### src/rtl/txf_pkg.sv
package txf_pkg;
  typedef struct packed {
    logic storeWord;   // write wrData at write pointer
    logic takeWord;    // normal pull at read pointer
    logic repeatWord;  // underrun pull, slot behind read pointer
  } fifoStrobe_t;
endpackage

### src/rtl/txf_ctrl.sv
module txf_ctrl #(
  parameter int DEPTH = 16,
  localparam int PTR_W = $clog2(DEPTH)
) (
  input  logic                   clk,
  input  logic                   rstN,
  input  logic                   wrEn,
  input  logic                   pullReq,
  input  logic                   underrunClr,
  input  logic                   irqEnable,
  output txf_pkg::fifoStrobe_t   strobe,
  output logic [PTR_W-1:0]       wrPtr,
  output logic [PTR_W-1:0]       rdPtr,
  output logic                   fifoFull,
  output logic                   fifoEmpty,
  output logic                   underrunFlag,
  output logic                   irqReq
);
  logic lastWasWrite;
  logic ptrMatch;
  logic underrunPull;

  assign ptrMatch     = (wrPtr == rdPtr);
  assign fifoFull     = ptrMatch & lastWasWrite;
  assign fifoEmpty    = ptrMatch & ~lastWasWrite;
  assign underrunPull = pullReq & fifoEmpty;

  assign strobe.storeWord  = wrEn;
  assign strobe.takeWord   = pullReq & ~fifoEmpty;
  assign strobe.repeatWord = underrunPull;

  // Underrun pull steps back one and re-advances: net pointer unchanged.
  always_ff @(posedge clk or negedge rstN) begin
    if (!rstN) begin
      rdPtr <= '0;
      wrPtr <= '0;
    end else begin
      if (strobe.takeWord)  rdPtr <= rdPtr + PTR_W'(1);
      if (strobe.storeWord) wrPtr <= wrPtr + PTR_W'(1);
    end
  end

  // A cycle with a write counts as a write access, even with a pull.
  always_ff @(posedge clk or negedge rstN) begin
    if (!rstN)        lastWasWrite <= 1'b0;
    else if (wrEn)    lastWasWrite <= 1'b1;
    else if (pullReq) lastWasWrite <= 1'b0;
  end

  always_ff @(posedge clk or negedge rstN) begin
    if (!rstN)             underrunFlag <= 1'b0;
    else if (underrunPull) underrunFlag <= 1'b1;
    else if (underrunClr)  underrunFlag <= 1'b0;
  end

  assign irqReq = irqEnable & ~fifoFull & ~underrunFlag;
endmodule

### src/rtl/txf_datapath.sv
module txf_datapath #(
  parameter int DATA_W = 16,
  parameter int DEPTH  = 16,
  localparam int PTR_W = $clog2(DEPTH)
) (
  input  logic                 clk,
  input  logic                 rstN,
  input  txf_pkg::fifoStrobe_t strobe,
  input  logic [PTR_W-1:0]     wrPtr,
  input  logic [PTR_W-1:0]     rdPtr,
  input  logic [DATA_W-1:0]    wrData,
  output logic [DATA_W-1:0]    pullData
);
  logic [DATA_W-1:0] slotMem [DEPTH];
  logic [PTR_W-1:0]  prevPtr;
  logic [PTR_W-1:0]  readAddr;

  for (genvar g = 0; g < DEPTH; g++) begin : gSlot
    always_ff @(posedge clk or negedge rstN) begin
      if (!rstN)
        slotMem[g] <= '0;
      else if (strobe.storeWord && (wrPtr == PTR_W'(g)))
        slotMem[g] <= wrData;
    end
  end

  assign prevPtr  = rdPtr - PTR_W'(1);
  assign readAddr = strobe.repeatWord ? prevPtr : rdPtr;

  always_ff @(posedge clk or negedge rstN) begin
    if (!rstN)
      pullData <= '0;
    else if (strobe.takeWord || strobe.repeatWord)
      pullData <= slotMem[readAddr];
  end
endmodule

### src/rtl/txf_audio_tx_fifo.sv
module txf_audio_tx_fifo #(
  parameter int DATA_W = 16,
  parameter int DEPTH  = 16,
  localparam int PTR_W = $clog2(DEPTH)
) (
  input  logic              clk,
  input  logic              rstN,
  input  logic              wrEn,
  input  logic [DATA_W-1:0] wrData,
  input  logic              pullReq,
  output logic [DATA_W-1:0] pullData,
  input  logic              underrunClr,
  input  logic              irqEnable,
  output logic              fifoFull,
  output logic              fifoEmpty,
  output logic              underrunFlag,
  output logic              irqReq
);
  txf_pkg::fifoStrobe_t strobe;
  logic [PTR_W-1:0]     wrPtr;
  logic [PTR_W-1:0]     rdPtr;

  txf_ctrl #(.DEPTH(DEPTH)) u_ctrl (
    .clk(clk), .rstN(rstN), .wrEn(wrEn), .pullReq(pullReq),
    .underrunClr(underrunClr), .irqEnable(irqEnable),
    .strobe(strobe), .wrPtr(wrPtr), .rdPtr(rdPtr),
    .fifoFull(fifoFull), .fifoEmpty(fifoEmpty),
    .underrunFlag(underrunFlag), .irqReq(irqReq)
  );

  txf_datapath #(.DATA_W(DATA_W), .DEPTH(DEPTH)) u_dp (
    .clk(clk), .rstN(rstN), .strobe(strobe), .wrPtr(wrPtr),
    .rdPtr(rdPtr), .wrData(wrData), .pullData(pullData)
  );
endmodule

### config.mk
export PLATFORM = sky130hd
export DESIGN_NAME = txf_audio_tx_fifo
export DESIGN_NICKNAME = d
export VERILOG_FILES = /design/src/rtl/txf_pkg.sv /design/src/rtl/txf_ctrl.sv /design/src/rtl/txf_datapath.sv /design/src/rtl/txf_audio_tx_fifo.sv
export SDC_FILE = /design/constraint.sdc
export NUM_CORES = 1
export LEC_CHECK = 0
export ABC_AREA = 1
export BUFFER_PORTS_ARGS = -buffer_cell sky130_fd_sc_hd__buf_4
export CORE_UTILIZATION = 55
export DETAILED_ROUTE_END_ITERATION = 10
export PLACE_DENSITY = 0.8
export SLEW_MARGIN = 20
export SYNTH_ARGS = -nofsm -noshare
export SYNTH_HDL_FRONTEND = slang
export SYNTH_SLANG_ARGS = --single-unit
### constraint.sdc
create_clock -name clk -period 2.4 [get_ports clk]
set_clock_uncertainty 0.15 [all_clocks]
set_input_delay 0.24 -clock clk [delete_from_list [all_inputs] [get_ports clk]]
set_output_delay 0.24 -clock clk [all_outputs]
set_load 0.01 [all_outputs]
# After elaboration in Yosys (flattened, before gate mapping)

Index checks and enable logic that the tools add are counted.

Register bits: 282
Input port bits: 22
Output and inout port bits: 20
Word-level logic and storage cells: 80

$add $sub $neg: 3
Magnitude comparators: 1
Equal/unequal tests: 16
Multiplexer cells: 8
Bitwise gates (word level): 11
Reductions and logical operators: 20

Operator list:

| operator                                                 | number |
|---|---|
| binary-select mux 16 bit (select 4 bit)                  | 1 |
| equality test 4 bit, second input constant               | 8 |
| two-way mux 16 bit                                       | 2 |
| equality test 4 x 3 -> 1 bit, second input constant      | 4 |
| logical AND 1 bit                                        | 16 |
| adder 4 x 1 -> 4 bit, second input constant              | 2 |
| equality test 4 x 2 -> 1 bit, second input constant      | 2 |
| AND 1 bit                                                | 6 |
| greater-or-equal comparator 5 bit, second input constant | 1 |
| inverter 4 -> 5 bit                                      | 1 |
| equality test 4 x 1 -> 1 bit, second input constant      | 1 |
| equality test 4 bit                                      | 1 |
| logical NOT 4 bit                                        | 1 |
| two-way mux 1 bit                                        | 4 |
| two-way mux 4 bit                                        | 1 |
| inverter 1 bit                                           | 4 |
| nonzero test 2 bit                                       | 2 |
| subtractor 4 x 1 -> 4 bit, second input constant         | 1 |
| logical OR 1 bit                                         | 1 |

# Depth between registers and ports, before layout

Depth after elaboration: 8
Mapped depth: 17
Depth with buffers taken out: 16

# By module

A second synthesis with hierarchy kept.

Cell total of the unflattened synthesis: 1834
Area, all modules: 13915.8 sq um

Modules (own cells, without submodules):

| module       | instances | cells each | area an instance (sq um) | sequential area each (sq um) |
|---|---|---|---|---|
| txf_datapath | 1         | 1761       | 13334.0                  | 6806.5 |
| txf_ctrl     | 1         | 73         | 581.8                    | 250.2 |

# Least setup slack after synthesis

Ideal clock, no wire load.

Path type: register to register
Start: register u_ctrl.rdPtr[0]
End: register u_dp.pullData[12]
Setup time: 117 ps
Arrival time: 1950 ps
Data required time: 2133 ps
Setup slack: 183 ps
Cell stages (with the launch flop): 18
Path buffers: 2
Period minus slack after synthesis: 2217 ps
Path through: dfrtp_1 inv_2 nand2_1 nand2_1 nor2_4 nand2_2 nor2_4 nand3_1 nand2_2 buf_6 buf_4 nand2_1 nand3_1 nand3_1 nand3_1 nand2_1 nand2_1 nand2_1

Elaborated cells on any way between the ends: 12
Those cells by class: add/sub: 1; eq/ne: 1; mux: 4; bitwise: 5; reduce/logical: 1

RTL lines:

| element                                                | RTL line           | RTL |
|---|---|---|
| start: declaration                                     | txf_ctrl.sv:13     | `output logic [PTR_W-1:0] rdPtr,` |
| start signal: assignment                               | txf_ctrl.sv:38     | `if (strobe.takeWord) rdPtr <= rdPtr + PTR_W'(1);` |
| subtractor 4 x 1 -> 4 bit                              | txf_datapath.sv:27 | `assign prevPtr = rdPtr - PTR_W'(1);` |
| via u_dp.prevPtr[0]                                    | txf_datapath.sv:15 | `logic [PTR_W-1:0] prevPtr;` |
| two-way mux 4 bit                                      | txf_datapath.sv:28 | `assign readAddr = strobe.repeatWord ? prevPtr : rdPtr;` |
| inverter 4 -> 5 bit (not written as such)              | txf_datapath.sv:34 | `pullData <= slotMem[readAddr];` |
| binary-select mux 16 bit (select 4 bit)                | txf_datapath.sv:34 |  |
| two-way mux 16 bit (not written as such) (2 in series) | txf_datapath.sv:34 |  |
| end signal: assignment                                 | txf_datapath.sv:34 |  |
| end: declaration                                       | txf_datapath.sv:12 | `output logic [DATA_W-1:0] pullData` |

The timed path passes the listed nets, and every way through them passes these cells. The select of a mux whose other input is x is not followed.
A chain may end at the register's enable or synchronous reset.

# Worst setup path after layout

Start: register u_ctrl.wrPtr[1]
End: register u_dp.pullData[14]

Word-level cells in the longest chain between the ends: 8
Elaborated cells on any way between the ends: 11
Those cells by class: eq/ne: 1; mux: 4; bitwise: 5; reduce/logical: 1

RTL lines:

| element                                                | RTL line           | RTL |
|---|---|---|
| start: declaration                                     | txf_ctrl.sv:12     | `output logic [PTR_W-1:0] wrPtr,` |
| start signal: assignment                               | txf_ctrl.sv:39     | `if (strobe.storeWord) wrPtr <= wrPtr + PTR_W'(1);` |
| equality test 4 bit *                                  | txf_ctrl.sv:23     | `assign ptrMatch = (wrPtr == rdPtr);` |
| AND 1 bit *                                            | txf_ctrl.sv:25     | `assign fifoEmpty = ptrMatch & ~lastWasWrite;` |
| AND 1 bit                                              | txf_ctrl.sv:26     | `assign underrunPull = pullReq & fifoEmpty;` |
| two-way mux 4 bit                                      | txf_datapath.sv:28 |  |
| inverter 4 -> 5 bit (not written as such)              | txf_datapath.sv:34 |  |
| binary-select mux 16 bit (select 4 bit)                | txf_datapath.sv:34 |  |
| two-way mux 16 bit (not written as such) (2 in series) | txf_datapath.sv:34 |  |

Mark *: on every way between the ends. The rest lies on a longest branch, timed or not. The select of a mux whose other input is x is not followed.

==> results by stage <==
Status:
- The run finished, with violations left.
- The checks that failed: setup timing.

Placement:
- The final weighted congestion of routability-driven global placement is 0.892.
- Once placement completed, the tool counted placed cells totaling 2,137.
- Summed over all nets, the half-perimeter wirelength after detailed placement is 22,300 um.
- During placement, the flow inserted port buffers numbering 41.

Finish:
- The synthesis-to-finish area growth is 20.1%.
- The final layout contains 1,920 nets.
- The count of antenna diodes in the layout is 0.
- The layout filler cell count is 1,790.
- The share of layout cells above drive strength 1 is 12.7%.
- The area of the multi-input gates is 5420 um^2.
- After the flow finishes, the layout carries non-filler instances totaling 2,233.
- Summing all flip-flop and latch instances after layout gives 7060 um^2.
- The core occupancy in the finished layout is 67.7%.

Power and ir drop:
- The share of total power dissipated in combinational logic is 48.8%.
- Overall power consumption after layout is estimated at 25.3 mW.
- The analysis attributes to net switching a power of 10.7 mW.
- The net switching fraction of the power is 42.1%.
- VDD sags by at most 0.000946 V.
- For this design the ratio of total power to cell area is 1530 nW/um^2.
- The leakage power is 8.50 nW.
- The internal power is 14.7 mW.
- The sequential fraction of design power is 32.8%.
- The share of power burned in the clock network is 18.4%.

Critical path:
- Counting cells, the worst reg-to-reg path comes to 16.
- The class of the most critical setup path is reg2reg.
- On the worst path, the slowest cell contributes a delay of 0.42 ns.
- Along the worst path, the maximum fanout reaches 6.
- The worst setup path is captured at a flop.
- Walking the worst path, the cells encountered are inv_2, nand2_1, nand2_2, nor2_4, nand2_2, nor2_4, nand3_4, nand2_4, buf_6, nand2_1, nand3_1, nand3_1, nand3_1, nand2_1, nand2_1, nand2_1.
- Data on the critical path is required at its endpoint by 2.69 ns.
- The cell repeated most along the worst path is sky130_fd_sc_hd__nand2_1.
- The worst-path cell with the longest stage delay is sky130_fd_sc_hd__dfrtp_1.
- The kind of start point of the critical path is a flop.
- The critical path data arrival time is 2.83 ns.

Detailed routing:
- The routed design uses 4640 um of met3 wire.
- The number of DRC violations after detailed routing is 0.
- The top layer used by detailed routing is met4.
- The detailed router placed 12,811 vias in this run.
- The first-pass detailed-route iteration total is 8.
- In this run, the number of DRC markers left after iteration 0 of detailed routing was 2,017.
- The average via count per standard cell is 5.74.
- The post-detailed-route wirelength per cell is 18.8 um.
- The routed length on met2 is 19,400 um.
- The wire length on met1 is 15,700 um.
- The number of nets still failing antenna checks after routing is 0.
- The total routed wirelength is 42,000 um.

Clock network:
- Clock tree synthesis selected as its root buffer the cell sky130_fd_sc_hd__clkbuf_16.
- In this run, CTS created clock tree buffers numbering 29.
- The depth of the CTS H-tree is 1.
- The later pin in the worst-skew pair is clocked with a latency of 0.55 ns.
- The clock tree from TritonCTS is built.
- The total number of clock tree sinks is 282.
- The clock transition time at the flip-flop clock pins of the worst setup and hold paths is 0.06 ns.
- No sink is reached through more buffers than the 3 on the longest clock path.

STA:
- After layout, the minimum clock period comes to 2.54 ns.
- In this run the tightest slew margin relative to its limit is 51.5%.
- The number of endpoints with negative hold slack in the final report is 0.
- Across all setup checks in the final design, the least slack found is -0.140 ns.
- Setup repair after global routing could not meet its margin everywhere.
- The final number of max-transition violations is 0.
- Setup violations remaining at the end of the flow were counted as 18.
- The slew at the pin with the worst max-slew slack is 0.727 ns.
- Hold is met by 0.0819 ns.
- The setup TNS after final layout is -1.54 ns.
- Dividing the final minimum period by the clock period gives 106%.
- The highest clock rate is 394 MHz.

Global route:
- The via count of the first global-routing pass came to 11,768.
- The overall routing resource usage is 30.6%.
- The first global-routing pass estimated 62,600 um of wire.
- The total overflow reported by the global router is 0.
- The largest net degree at the start of global routing is 64.
- The number of antenna violations at the first check in global routing is 0.

Yosys:
- The post-synthesis instance area is 13,800 um^2.
- In the synthesized netlist the dominant register cell turns out to be sky130_fd_sc_hd__dfrtp_1.
- Of all cell types, the one taking the most synthesized area is sky130_fd_sc_hd__dfrtp_1.
- The share of synthesized area in the top cell type comes to 51.2%.
- A synthesized cell averages 7.54 um^2.
- During synthesis, Yosys emitted a total of 0 warnings.
- The number of synthesized flops with an enable pin is 0.
- The number of distinct library cell variants in the gate-level netlist after synthesis is 25.
- Of all flip-flops after synthesis, the portion carrying an async set or reset was 100%.
- Of the synthesized area, sequential elements account for 51.2%.
- After synthesis, the cell types taking the most area are sky130_fd_sc_hd__dfrtp_1 51%, sky130_fd_sc_hd__nand2_1 16%, sky130_fd_sc_hd__nand3_1 9.4%.
- The post-synth net total is 1,858.
- Synthesis produced 1,830 cells.
- The synthesized design contains 282 register bits.

Die:
- The core footprint is 24,500 um^2.
- From bottom edge to top edge, the die measures 160 um.
- The row count is 57.
- The number of top-level pins is 42.
- The x dimension of the die is 160 um.
- Once the floorplan was initialized, standard cells occupied 56.4% of the core.
- The overall die area is 25,700 um^2.

Worst hold path:
- The worst hold path class is in2async.

Flow run:
- The number of max-cap violations is 0.
power groups by stage:
stage / clock, mW / sequential [mW] / combinational, mW
6_report: 4.66 / 8.30 / 12.4
3_3_place_gp: 0 / 8.17 / 9.85
4_1_cts: 4.68 / 8.22 / 10.6
3_5_place_dp: 0 / 8.26 / 10.2
5_1_grt: 4.88 / 8.49 / 13.6
2_1_floorplan: 0 / 8.04 / 7.04
synthesized netlist by cell type (4+ instances only):
cell type / instances
sky130_fd_sc_hd__nand2_1: 581
sky130_fd_sc_hd__inv_1: 288
sky130_fd_sc_hd__dfrtp_1: 282
sky130_fd_sc_hd__nand3_1: 258
sky130_fd_sc_hd__o21ai_0: 257
sky130_fd_sc_hd__clkbuf_1: 79
sky130_fd_sc_hd__buf_2: 29
sky130_fd_sc_hd__nor2_1: 10
sky130_fd_sc_hd__xor2_1: 7
sky130_fd_sc_hd__buf_6: 6
sky130_fd_sc_hd__ha_1: 6
sky130_fd_sc_hd__inv_2: 4
sky130_fd_sc_hd__o21ai_2: 4
layout make-up:
class,instances,area share [%]
clock buffer,42,5.22
clock inverter,6,0.634
inverter,292,6.63
multi-input combinational,1141,32.7
sequential,282,42.6
tap,324,2.45
timing repair buffer,146,9.74
routing by layer:
metal,vias to the layer above,GRT usage [%]
met2,831,49.5
met3,185,4.60
met4,0,12.9
li1,5797,-
met5,-,0
met1,5998,41.5
cell families (layout without fill, tap and decap cells):
logic type,count (synthesis),count (layout),share of synthesized area (%)
AND/OR/NAND/NOR,860,862,26.2
XOR/XNOR,8,8,0.508
adder cells (fa/ha/maj),6,6,0.544
flip-flops,282,282,51.2
AO/OA/AOI/OAI,265,265,9.76
buffers and inverters,409,486,11.8
state kept, by name, summed over array words and instances (netlist names):
register	flops
u_dp.pullData	16
u_dp.slotMem	256
u_ctrl.underrunFlag	1
u_ctrl.wrPtr	4
u_ctrl.lastWasWrite	1
u_ctrl.rdPtr	4
through the flow:
| step | setup slack, ns | cell area, um^2 |
|---|---|---|
| floorplan | 0.183 | 13800 |
| global placement | 0.0193 | 14600 |
| detailed placement | 0.00379 | 14600 |
| CTS | 0.0151 | 15900 |
| global route | -0.214 | 16600 |
| finish | -0.140 | 16600 |
critical path: cells and delay by family (launching register included):
family	cells	cell delay, ns
buffers and inverters	2	0.24
flip-flops	1	0.42
AND/OR/NAND/NOR	14	1.61
final timing paths:
check | startpoint | slack, ns | to
setup / recovery | u_ctrl.wrPtr[1] | -0.14 | u_dp.pullData[14]
hold / removal | rstN | 0.08 | u_dp.slotMem[194]
setup reg to reg | u_ctrl.wrPtr[1] | -0.14 | u_dp.pullData[14]
hold reg to reg | u_dp.slotMem[188] | 0.33 | u_dp.slotMem[188]
max in group asynchronous | rstN | 1.26 | u_dp.slotMem[102]
min in group clk | pullReq | 0.12 | u_dp.pullData[0]
cells in the final DEF (no fill, tap or decap), drive strengths merged, types with 6 or more instances in the layout:
master / Yosys / final
nand2: 585 / 587
inv: 292 / 292
dfrtp: 282 / 282
o21ai: 261 / 261
nand3: 259 / 259
buf: 38 / 118
clkbuf: 79 / 51
dlygate4sd3: 0 / 19
nor2: 13 / 13
xor2: 7 / 7
ha: 6 / 6
what timing repair did:
action                                  4_1_cts  5_1_grt
hold endpoints to repair                    266        0
cloned                                        2       13
endpoints found under the setup margin        7       17
buffers inserted                              2       12
resized for setup                             3       62
hold buffers                                 19        0
pin swaps                                     2       17
Power figures use the tool's default switching activity.
